===== config.mk =====
export PLATFORM = sky130hd
export DESIGN_NAME = adc_irq_regs
export DESIGN_NICKNAME = d
export VERILOG_FILES = /design/src/rtl/adc_irq_pkg.sv /design/src/rtl/adc_irq_ctrl.sv /design/src/rtl/adc_irq_datapath.sv /design/src/rtl/adc_irq_regs.sv
export SDC_FILE = /design/constraint.sdc
export NUM_CORES = 1
export LEC_CHECK = 0
export BUFFER_PORTS_ARGS = -buffer_cell sky130_fd_sc_hd__buf_2
export CORE_MARGIN = 4
export CORE_UTILIZATION = 35
export DETAILED_ROUTE_END_ITERATION = 7
export PLACE_DENSITY = 0.79
export SKIP_LAST_GASP = 1
export SLEW_MARGIN = 20
export SYNTH_ARGS = -nofsm -noshare
export SYNTH_HDL_FRONTEND = slang
export SYNTH_HIERARCHICAL = 1
export SYNTH_SLANG_ARGS = --single-unit

===== constraint.sdc =====
create_clock -name clk -period 2.94 [get_ports clk]
set_clock_uncertainty 0.2 [all_clocks]
set_input_delay 0.441 -clock clk [delete_from_list [all_inputs] [get_ports clk]]
set_output_delay 0.441 -clock clk [all_outputs]
set_load 0.02 [all_outputs]

===== src/rtl/adc_irq_pkg.sv =====
package adc_irq_pkg;

  localparam int REG_W   = 32;
  localparam int NUM_SRC = 6;

  // Strobes handed from the bus decoder to the register datapath.
  typedef struct packed {
    logic wrStat;
    logic wrEn;
    logic rdStat;
    logic rdEn;
    logic enLock;
  } irqStrb_t;

  // Register bit position of each interrupt source.
  function automatic int srcPos(input int idx);
    int pos;
    if (idx < 5) pos = idx;
    else         pos = 7;
    return pos;
  endfunction

  function automatic logic [REG_W-1:0] validMaskFn();
    logic [REG_W-1:0] m;
    m = '0;
    for (int i = 0; i < NUM_SRC; i++) m[srcPos(i)] = 1'b1;
    return m;
  endfunction

  localparam logic [REG_W-1:0] VALID_MASK = validMaskFn();

  // Source indices whose enable is locked during a conversion.
  localparam logic [NUM_SRC-1:0] PROT_SRC = 6'b111000;

endpackage


===== src/rtl/adc_irq_ctrl.sv =====
module adc_irq_ctrl
  import adc_irq_pkg::*;
#(
  parameter int ADDR_W   = 8,
  parameter int STAT_OFF = 0,
  parameter int EN_OFF   = 4
) (
  input  logic              busSel,
  input  logic              busWrite,
  input  logic [ADDR_W-1:0] busAddr,
  input  logic              convActive,
  output irqStrb_t          strb
);

  localparam logic [ADDR_W-1:0] STAT_A = ADDR_W'(STAT_OFF);
  localparam logic [ADDR_W-1:0] EN_A   = ADDR_W'(EN_OFF);

  logic hitStat;
  logic hitEn;

  assign hitStat = busSel && (busAddr == STAT_A);
  assign hitEn   = busSel && (busAddr == EN_A);

  always_comb begin
    strb        = '0;
    strb.wrStat = hitStat && busWrite;
    strb.rdStat = hitStat && !busWrite;
    strb.wrEn   = hitEn && busWrite;
    strb.rdEn   = hitEn && !busWrite;
    strb.enLock = convActive;
  end

endmodule


===== src/rtl/adc_irq_datapath.sv =====
module adc_irq_datapath
  import adc_irq_pkg::*;
(
  input  logic               clk,
  input  logic               rstN,
  input  irqStrb_t           strb,
  input  logic [REG_W-1:0]   wdata,
  input  logic [NUM_SRC-1:0] hwEvt,
  output logic [REG_W-1:0]   rdata,
  output logic               irq
);

  logic [NUM_SRC-1:0] flagQ, flagD;
  logic [NUM_SRC-1:0] enQ, enD;
  logic [NUM_SRC-1:0] clrMask;
  logic [NUM_SRC-1:0] enWrMask;
  logic [NUM_SRC-1:0] wrBits;
  logic [REG_W-1:0]   statView;
  logic [REG_W-1:0]   enView;
  logic               irqQ;
  logic               unusedWdata;

  assign unusedWdata = ^(wdata & ~VALID_MASK);

  for (genvar i = 0; i < NUM_SRC; i++) begin : gSrc
    localparam int P = srcPos(i);
    assign wrBits[i]   = wdata[P];
    assign clrMask[i]  = strb.wrStat & wdata[P];
    assign enWrMask[i] = strb.wrEn & ~(PROT_SRC[i] & strb.enLock);
    assign flagD[i]    = hwEvt[i] | (flagQ[i] & ~clrMask[i]);
    assign enD[i]      = enWrMask[i] ? wrBits[i] : enQ[i];
  end

  always_comb begin
    statView = '0;
    enView   = '0;
    for (int i = 0; i < NUM_SRC; i++) begin
      statView[srcPos(i)] = flagQ[i];
      enView[srcPos(i)]   = enQ[i];
    end
  end

  always_ff @(posedge clk or negedge rstN) begin
    if (!rstN) begin
      flagQ <= '0;
      enQ   <= '0;
      irqQ  <= 1'b0;
    end else begin
      flagQ <= flagD;
      enQ   <= enD;
      irqQ  <= |(flagQ & enQ);
    end
  end

  always_comb begin
    if (strb.rdStat)     rdata = statView;
    else if (strb.rdEn)  rdata = enView;
    else                 rdata = '0;
  end

  assign irq = irqQ;


  flag_clear_chk: assert property (@(posedge clk) disable iff (!rstN)
    ((~flagQ & $past(flagQ) & ~$past(clrMask)) == '0));


  set_wins_chk: assert property (@(posedge clk) disable iff (!rstN)
    (|hwEvt) |=> ((flagQ & $past(hwEvt)) == $past(hwEvt)));


  en_lock_chk: assert property (@(posedge clk) disable iff (!rstN)
    $past(strb.enLock) |-> ((enQ & PROT_SRC) == ($past(enQ) & PROT_SRC)));


  irq_cause_chk: assert property (@(posedge clk) disable iff (!rstN)
    $rose(irqQ) |-> ($past(flagQ) != '0) && ($past(enQ) != '0));


  reserved_zero_chk: assert property (@(posedge clk) disable iff (!rstN)
    ((rdata & ~VALID_MASK) == '0));

endmodule


===== src/rtl/adc_irq_regs.sv =====
module adc_irq_regs
  import adc_irq_pkg::*;
#(
  parameter int ADDR_W   = 8,
  parameter int STAT_OFF = 0,
  parameter int EN_OFF   = 4
) (
  input  logic               clk,
  input  logic               rstN,
  input  logic               busSel,
  input  logic               busWrite,
  input  logic [ADDR_W-1:0]  busAddr,
  input  logic [REG_W-1:0]   busWdata,
  output logic [REG_W-1:0]   busRdata,
  input  logic               convActive,
  input  logic [NUM_SRC-1:0] hwEvt,
  output logic               irqOut
);

  irqStrb_t strb;

  adc_irq_ctrl #(
    .ADDR_W  (ADDR_W),
    .STAT_OFF(STAT_OFF),
    .EN_OFF  (EN_OFF)
  ) u_ctrl (
    .busSel    (busSel),
    .busWrite  (busWrite),
    .busAddr   (busAddr),
    .convActive(convActive),
    .strb      (strb)
  );

  adc_irq_datapath u_dp (
    .clk  (clk),
    .rstN (rstN),
    .strb (strb),
    .wdata(busWdata),
    .hwEvt(hwEvt),
    .rdata(busRdata),
    .irq  (irqOut)
  );

endmodule


# Word level (Yosys, flattened, before mapping)
# Index checks and enable logic that the tools add are counted.
# W data, S select, Z words.
op_classes:
  eq_ne: 1
  muxes: 2
  bitwise_logic: 27
  reduce_logical: 9
op_table:
  columns: ["cell", "count"]
  rows:
  - ["$mux W8", 2]
  - ["$and A1 B1 Y1", 13]
  - ["$eq A8 B3 Y1 const B", 1]
  - ["$logic_not A8 Y1", 1]
  - ["$not A1 Y1", 7]
  - ["$and A6 B6 Y6", 1]
  - ["$logic_and A1 B1 Y1", 6]
  - ["$or A1 B1 Y1", 6]
  - ["$reduce_or A6 Y1", 1]
  - ["$logic_not A1 Y1", 1]
totals:
  register_bits: 13
  in_bits: 51
  wordCells: 43

# Logic depth before layout (Yosys ltp)
# Gate-level depths: netlist of the first run.
logic_depth:
  depth_word: 7
  ltp_mapped: 4
  ltp_nobuf: 4

# Cells and area by module
# The synthesis of the first run kept the hierarchy.
modules_own_cells:
  columns: ["mod", "instances", "cells_per_inst", "area_per_inst_um2"]
  rows:
  - ["adc_irq_datapath", 1, 72, 765.7]
  - ["adc_irq_ctrl", 1, 9, 68.8]

# Worst setup path before layout of the first run
# Ideal clock, no wire load.
synth_path:
  kind: "input-to-output"
  start: "input busAddr[4]"
  end: "output busRdata[3]"
  t_arrival_ps: 2173
  required_time_ps: 2299
  setup_slack_ps: 126
  stages: 3
  n_path_buf: 0
  cell_sequence: "or4b_4 > nor4_1 > o21ai_0"
synth_rtl:
  columns: ["element", "line_no", "text"]
  rows:
  - ["start, declared", "adc_irq_regs.sv:12", "input logic [ADDR_W-1:0] busAddr,"]
  - ["end, declared", "adc_irq_regs.sv:14", "output logic [REG_W-1:0] busRdata,"]

==> results.py, run 1 <==
metrics = {
    "status": {
        "status": "finished, final reports clean",
    },
    "global_route": {
        "antenna_found_initial": 0,
        "grt_max_degree": 14,
        "grt_pass1_wl_mm": 2.56,
        "grtUsageTotal": 0.102,
        "grt_pass1_vias": 592,
        "grt.overflow.total": 0,
    },
    "clock_tree": {
        "post_cts_buffers": 0,
        "clk_latency_ps": 270,
        "cts_buffers": 3,
        "htree_levels": 1,
        "cts-root-buf": "clkbuf_4",
        "ctsResizeCount": 0,
        "cts_tree": "built",
        "clk_pin_slew_ps": 70,
        "holdBufCountCts": 1,
        "clock-sinks": 13,
        "clk_path_buf_depth": 2,
    },
    "sta": {
        "min_period_over_period": 0.923,
        "fin_ws_ps": 227,
        "rsz0062_at_grt": "false",
        "slew_headroom": 0.568,
        "fin_tns_setup_ps": 0,
        "finalHoldViolCount": 0,
        "setup_viol": 0,
        "finalCriticalPeriod_ps": 2710,
        "slew_viol_final": 0,
        "tightest_slew_ps": 646,
        "fmax_mhz": 369,
    },
    "logic_synthesis": {
        "ys_seq_area_frac": 0.390,
        "synth_seq_cells": 13,
        "synth_warnings": 6,
        "syn_inst": 81,
        "synth_top_area_cell": "dfrtp_1",
        "yosys.area.top_type_share": 0.390,
        "syn_area_per_cell_sq_um": 10.3,
        "synth_cell_type_count": 18,
        "synth.cell_area_sq_um": 835,
        "yosys-top-cells-area": "dfrtp_1, buf_4, mux2_2, a21o_1, a22o_1",
    },
    "worst_setup_path": {
        "arrival_ps": 2070,
        "setup.worst_path.start_class": "input pin",
        "critPathMaxStageDelay_ps": 600,
        "crit_path_cell_trace": "buf_2, or4_1, nor4_1, nor2b_2, a22o_1, buf_2",
        "cpMostUsedCell": "buf_2",
        "crit_required_ps": 2300,
        "crit_type": "input pin to primary output",
        "endpoint_kind": "primary output",
        "path_max_fanout": 5,
        "cp_slowest_cell": "or4_1",
    },
    "floorplanning": {
        "start_util": 0.374,
        "coreArea_sq_um": 2230,
        "die_h_um": 56.8,
        "dieArea_sq_um": 3230,
        "io_pins": 84,
        "fp-row-count": 17,
        "die_x_um": 56.8,
    },
    "placed_design": {
        "dpl_worst_slack_ps": 223,
        "numPortBuffers": 31,
        "dp_hpwl_mm": 1.36,
        "dp.cells": 140,
        "place_congestion": 0.755,
    },
    "pwr": {
        "peakVddDrop_v": 0.000227,
        "p_leak_nw": 0.489,
        "power.density_nw_per_um2": 363,
    },
    "route": {
        "vias_per_cell": 4.40,
        "drt_iter0_drc": 4,
        "wire_per_inst_um": 11.2,
        "drt_first_pass_iters": 4,
        "ant_nets": 0,
        "vias": 638,
        "drcViolationCount": 0,
        "finalWirelength_mm": 1.63,
    },
    "job": {
        "cap_violations": 0,
    },
    "layout": {
        "final_cell_mix": "buf_2, conb_1, dfrtp_1, nand2_1",
        "num-nets-final": 169,
        "mostFrequentLayoutCell": "buf_2",
        "final_cells": 145,
        "area.growth.synth_to_final_pct": 15.9,
        "diodes": 0,
        "fill_cells": 228,
        "drive_gt1_frac": 0.393,
    },
    "min_path": {
        "hold_path.class": "input pin to flop",
    },
}
## state kept, by name, indices dropped and copies added (netlist names)
name        flops
u_dp/flagQ      6
u_dp/irq        1
u_dp/enQ        6
## synthesized netlist by cell type (all sizes together)
| library cell | n |
|---|---|
| o21ai | 1 |
| conb | 1 |
| inv | 1 |
| dfrtp | 13 |
| nor4 | 2 |
| a21o | 6 |
| mux2 | 6 |
| nand2 | 9 |
| a22oi | 3 |
| or4b | 1 |
| buf | 27 |
| nand3 | 1 |
| nor3 | 1 |
| or4 | 1 |
| a22o | 5 |
| nor4b | 1 |
| nor2b | 2 |
## critical path: cells and delay by family
| kind | cells | cell delay, ps |
|---|---|---|
| buf+inv | 2 | 250 |
| compound gates | 1 | 180 |
| simple gates | 3 | 1190 |
## worst paths after layout
check	end	slack, ps	cells past startpoint	startpoint
max	busRdata[7]	230	6	busAddr[1]
min	u_dp/flagQ[5]	150	2	hwEvt[5]
max reg2reg	u_dp/irq	1900	2	u_dp/flagQ[3]
min reg2reg	u_dp/flagQ[3]	310	1	u_dp/flagQ[3]
max in group asynchronous	u_dp/flagQ[1]	1960	2	rstN
min in group asynchronous	u_dp/enQ[5]	370	2	rstN
## cell type report
type	instances	area, sq um	area share
multi-input combinational	65	397	0.410
sequential	13	325	0.336
timing repair buffer	34	180	0.186
tap	28	35.0	0.0362
clock buffer	4	26.3	0.0272
inverter	1	3.75	0.00388
## layer usage
| layer | GRT usage | up-vias | routed length, um |
|---|---|---|---|
| met5 | 0 | - | 0 |
| met4 | 0.0596 | 0 | 0 |
| met3 | 0.0161 | 0 | 207 |
| met2 | 0.178 | 41 | 850 |
| met1 | 0.115 | 294 | 570 |
| li1 | - | 303 | - |
## power breakdown
group / total [mW] / internal (mW) / switching [mW]
sequential: 0.183 / 0.182 / 0.00152
combinational: 0.0619 / 0.0173 / 0.0447
clock: 0.106 / 0.0525 / 0.0535
total: 0.351 / 0.252 / 0.0997
## cell families after synthesis
logic type      synth area share
simple gates               0.138
flops                      0.390
other cells              0.00449
buf+inv                    0.247
mux                       0.0810
compound gates             0.139
## per-stage QoR
stage                     instance area (sq um)  total power, mW   util  hold slack (ps)
after detailed placement                    931            0.248  0.417              139
after global routing                        967            0.371  0.433              132
after global placement                      931            0.246  0.417              134
final                                       967            0.351  0.433              146
after CTS                                   967            0.357  0.433              138
after floorplan                             928            0.252      -            -54.6
No activity file was read; power rests on OpenSTA's default activity.
==> run 2: changes to the inputs <==
--- a/config.mk
+++ b/config.mk
@@ -6,13 +6,12 @@
 export NUM_CORES = 1
 export LEC_CHECK = 0
 export BUFFER_PORTS_ARGS = -buffer_cell sky130_fd_sc_hd__buf_2
-export CORE_MARGIN = 4
-export CORE_UTILIZATION = 35
+export CORE_MARGIN = 1.5
+export CORE_UTILIZATION = 36
 export DETAILED_ROUTE_END_ITERATION = 7
 export PLACE_DENSITY = 0.79
 export SKIP_LAST_GASP = 1
 export SLEW_MARGIN = 20
 export SYNTH_ARGS = -nofsm -noshare
 export SYNTH_HDL_FRONTEND = slang
-export SYNTH_HIERARCHICAL = 1
 export SYNTH_SLANG_ARGS = --single-unit
==> run 2 against run 1 <==
Wire length fell by 0.49%. Via count rose by 3.9%. Sequential power barely moved. Sequential cell count did not move. Die area fell by 14%. Global-route usage rose by 2.0 points. Non-clock buffer count did not move.
==> results.py, run 2 <==
metrics = {
    "clock_tree": {
        "clk_pin_slew_ps": 70,
        "htree_levels": 1,
        "clk_path_buf_depth": 2,
        "post_cts_buffers": 0,
        "clk_latency_ps": 260,
        "cts_buffers": 3,
        "ctsResizeCount": 0,
        "clock-sinks": 13,
        "cts-root-buf": "clkbuf_4",
        "cts_tree": "built",
        "holdBufCountCts": 1,
    },
    "min_path": {
        "hold_path.class": "input pin to flop",
    },
    "logic_synthesis": {
        "ys_seq_area_frac": 0.367,
        "ys_top_cells_by_count": "buf_4, dfrtp_1",
        "ys_dominant_reg_cell": "dfrtp_1",
        "synth_warnings": 0,
        "synth_cell_type_count": 19,
        "yosys.area.top_type_share": 0.367,
        "yosys-top-cells-area": "dfrtp_1, buf_4, mux2_2, mux2i_1, a21o_1",
        "synth_top_area_cell": "dfrtp_1",
        "yosysMostFrequentCell": "buf_4",
        "synth_edf_count": 0,
        "async_flop_share": 1.00,
        "synth_seq_cells": 13,
        "syn_area_per_cell_sq_um": 10.7,
        "synth.cell_area_sq_um": 887,
        "syn_inst": 83,
    },
    "sta": {
        "fin_tns_setup_ps": 0,
        "finalCriticalPeriod_ps": 2240,
        "slew_viol_final": 0,
        "min_period_over_period": 0.762,
        "finalHoldViolCount": 0,
        "fmax_mhz": 446,
        "setup_viol": 0,
        "hold-worst-slack_ps": 149,
        "fin_ws_ps": 699,
        "rsz0062_at_grt": "false",
    },
    "pwr": {
        "comb_power_share": 0.210,
        "p_sw_frac": 0.294,
        "p_leak_nw": 0.523,
        "power.internal_mw": 0.257,
        "power.density_nw_per_um2": 358,
        "power_switching_mw": 0.107,
        "seq_power_share": 0.503,
        "clockPowerShare": 0.286,
        "total_power_mw": 0.365,
        "peakVddDrop_v": 0.000280,
    },
    "route": {
        "wire_per_inst_um": 11.1,
        "topRoutingLayerUsed": "met3",
        "met1Wirelength_um": 649,
        "vias": 663,
        "drt_iter0_drc": 4,
        "dr_wl_met3_um": 151,
        "finalWirelength_mm": 1.62,
        "drcViolationCount": 0,
        "ant_nets": 0,
        "met2WireLength_um": 819,
        "vias_per_cell": 4.54,
        "drt_first_pass_iters": 4,
    },
    "global_route": {
        "grtUsageTotal": 0.121,
        "antenna_found_initial": 0,
        "grt_max_degree": 14,
        "grt_pass1_vias": 604,
        "grt.overflow.total": 0,
        "grt_pass1_wl_mm": 2.45,
    },
    "floorplanning": {
        "coreArea_sq_um": 2280,
        "io_pins": 84,
        "die_h_um": 52.6,
        "start_util": 0.390,
        "fp-row-count": 17,
        "die_x_um": 52.6,
        "dieArea_sq_um": 2770,
    },
    "placed_design": {
        "place_congestion": 0.765,
        "numPortBuffers": 31,
        "dpl_worst_slack_ps": 689,
        "dp_hpwl_mm": 1.34,
        "dpl_cell_area_sq_um": 982,
        "dp.cells": 141,
    },
    "worst_setup_path": {
        "crit_type": "input pin to primary output",
        "arrival_ps": 1600,
        "endpoint_kind": "primary output",
        "path_max_fanout": 9,
        "crit_required_ps": 2300,
        "setup.worst_path.start_class": "input pin",
    },
    "layout": {
        "diodes": 0,
        "mostFrequentLayoutCell": "buf_2",
        "final_core_util": 0.447,
        "final_cell_area_sq_um": 1020,
        "drive_gt1_frac": 0.390,
        "final_cell_mix": "buf_2, conb_1, dfrtp_1",
        "num-nets-final": 170,
        "area.growth.synth_to_final_pct": 14.8,
        "final_cells": 146,
    },
    "status": {
        "status": "finished, final reports clean",
    },
    "job": {
        "cap_violations": 0,
    },
}
## run 2: logic make-up after synthesis
family                 Yosys count  synth area share
buffers and inverters           28             0.230
AO/OA/AOI/OAI                    9            0.0762
AND/OR/NAND/NOR                 20             0.179
multiplexers                    12             0.144
other                            1           0.00423
flip-flops                      13             0.367
## run 2: final cells by class
class | instances | area (sq um)
clock buffer | 4 | 26.3
sequential | 13 | 325
tap | 28 | 35.0
multi-input combinational | 67 | 452
timing repair buffer | 34 | 180
fill | 227 | 1260
## run 2: routing by layer
metal / vias up / track usage
met4: 0 / 0.0513
met5: - / 0
li1: 316 / -
met2: 45 / 0.229
met1: 302 / 0.133
met3: 0 / 0.0171
## run 2: power by group through the flow
stage               combinational (mW)  sequential [mW]  clock, mW
CTS                             0.0768            0.184      0.110
global route                    0.0845            0.184      0.122
floorplan                       0.0728            0.189          0
finish                          0.0766            0.184      0.104
global placement                0.0750            0.187          0
detailed placement              0.0757            0.187          0
## run 2: critical path: stages
cell and delay, ps:
buf_2 110, nor4b_4 250, buf_4 210, nand2_1 150
nor3_1 230, buf_2 210
## run 2: worst paths after layout
check / endpoint / cells past startpoint / start / slack (ps)
max in group asynchronous: u_dp.flagQ[1] / 2 / rstN / 1920
max: busRdata[0] / 6 / busAddr[3] / 700
min: u_dp.flagQ[4] / 2 / hwEvt[4] / 150
max reg2reg: u_dp.irq / 2 / u_dp.flagQ[1] / 1930
min in group asynchronous: u_dp.flagQ[5] / 2 / rstN / 390
min reg2reg: u_dp.flagQ[3] / 1 / u_dp.flagQ[3] / 320
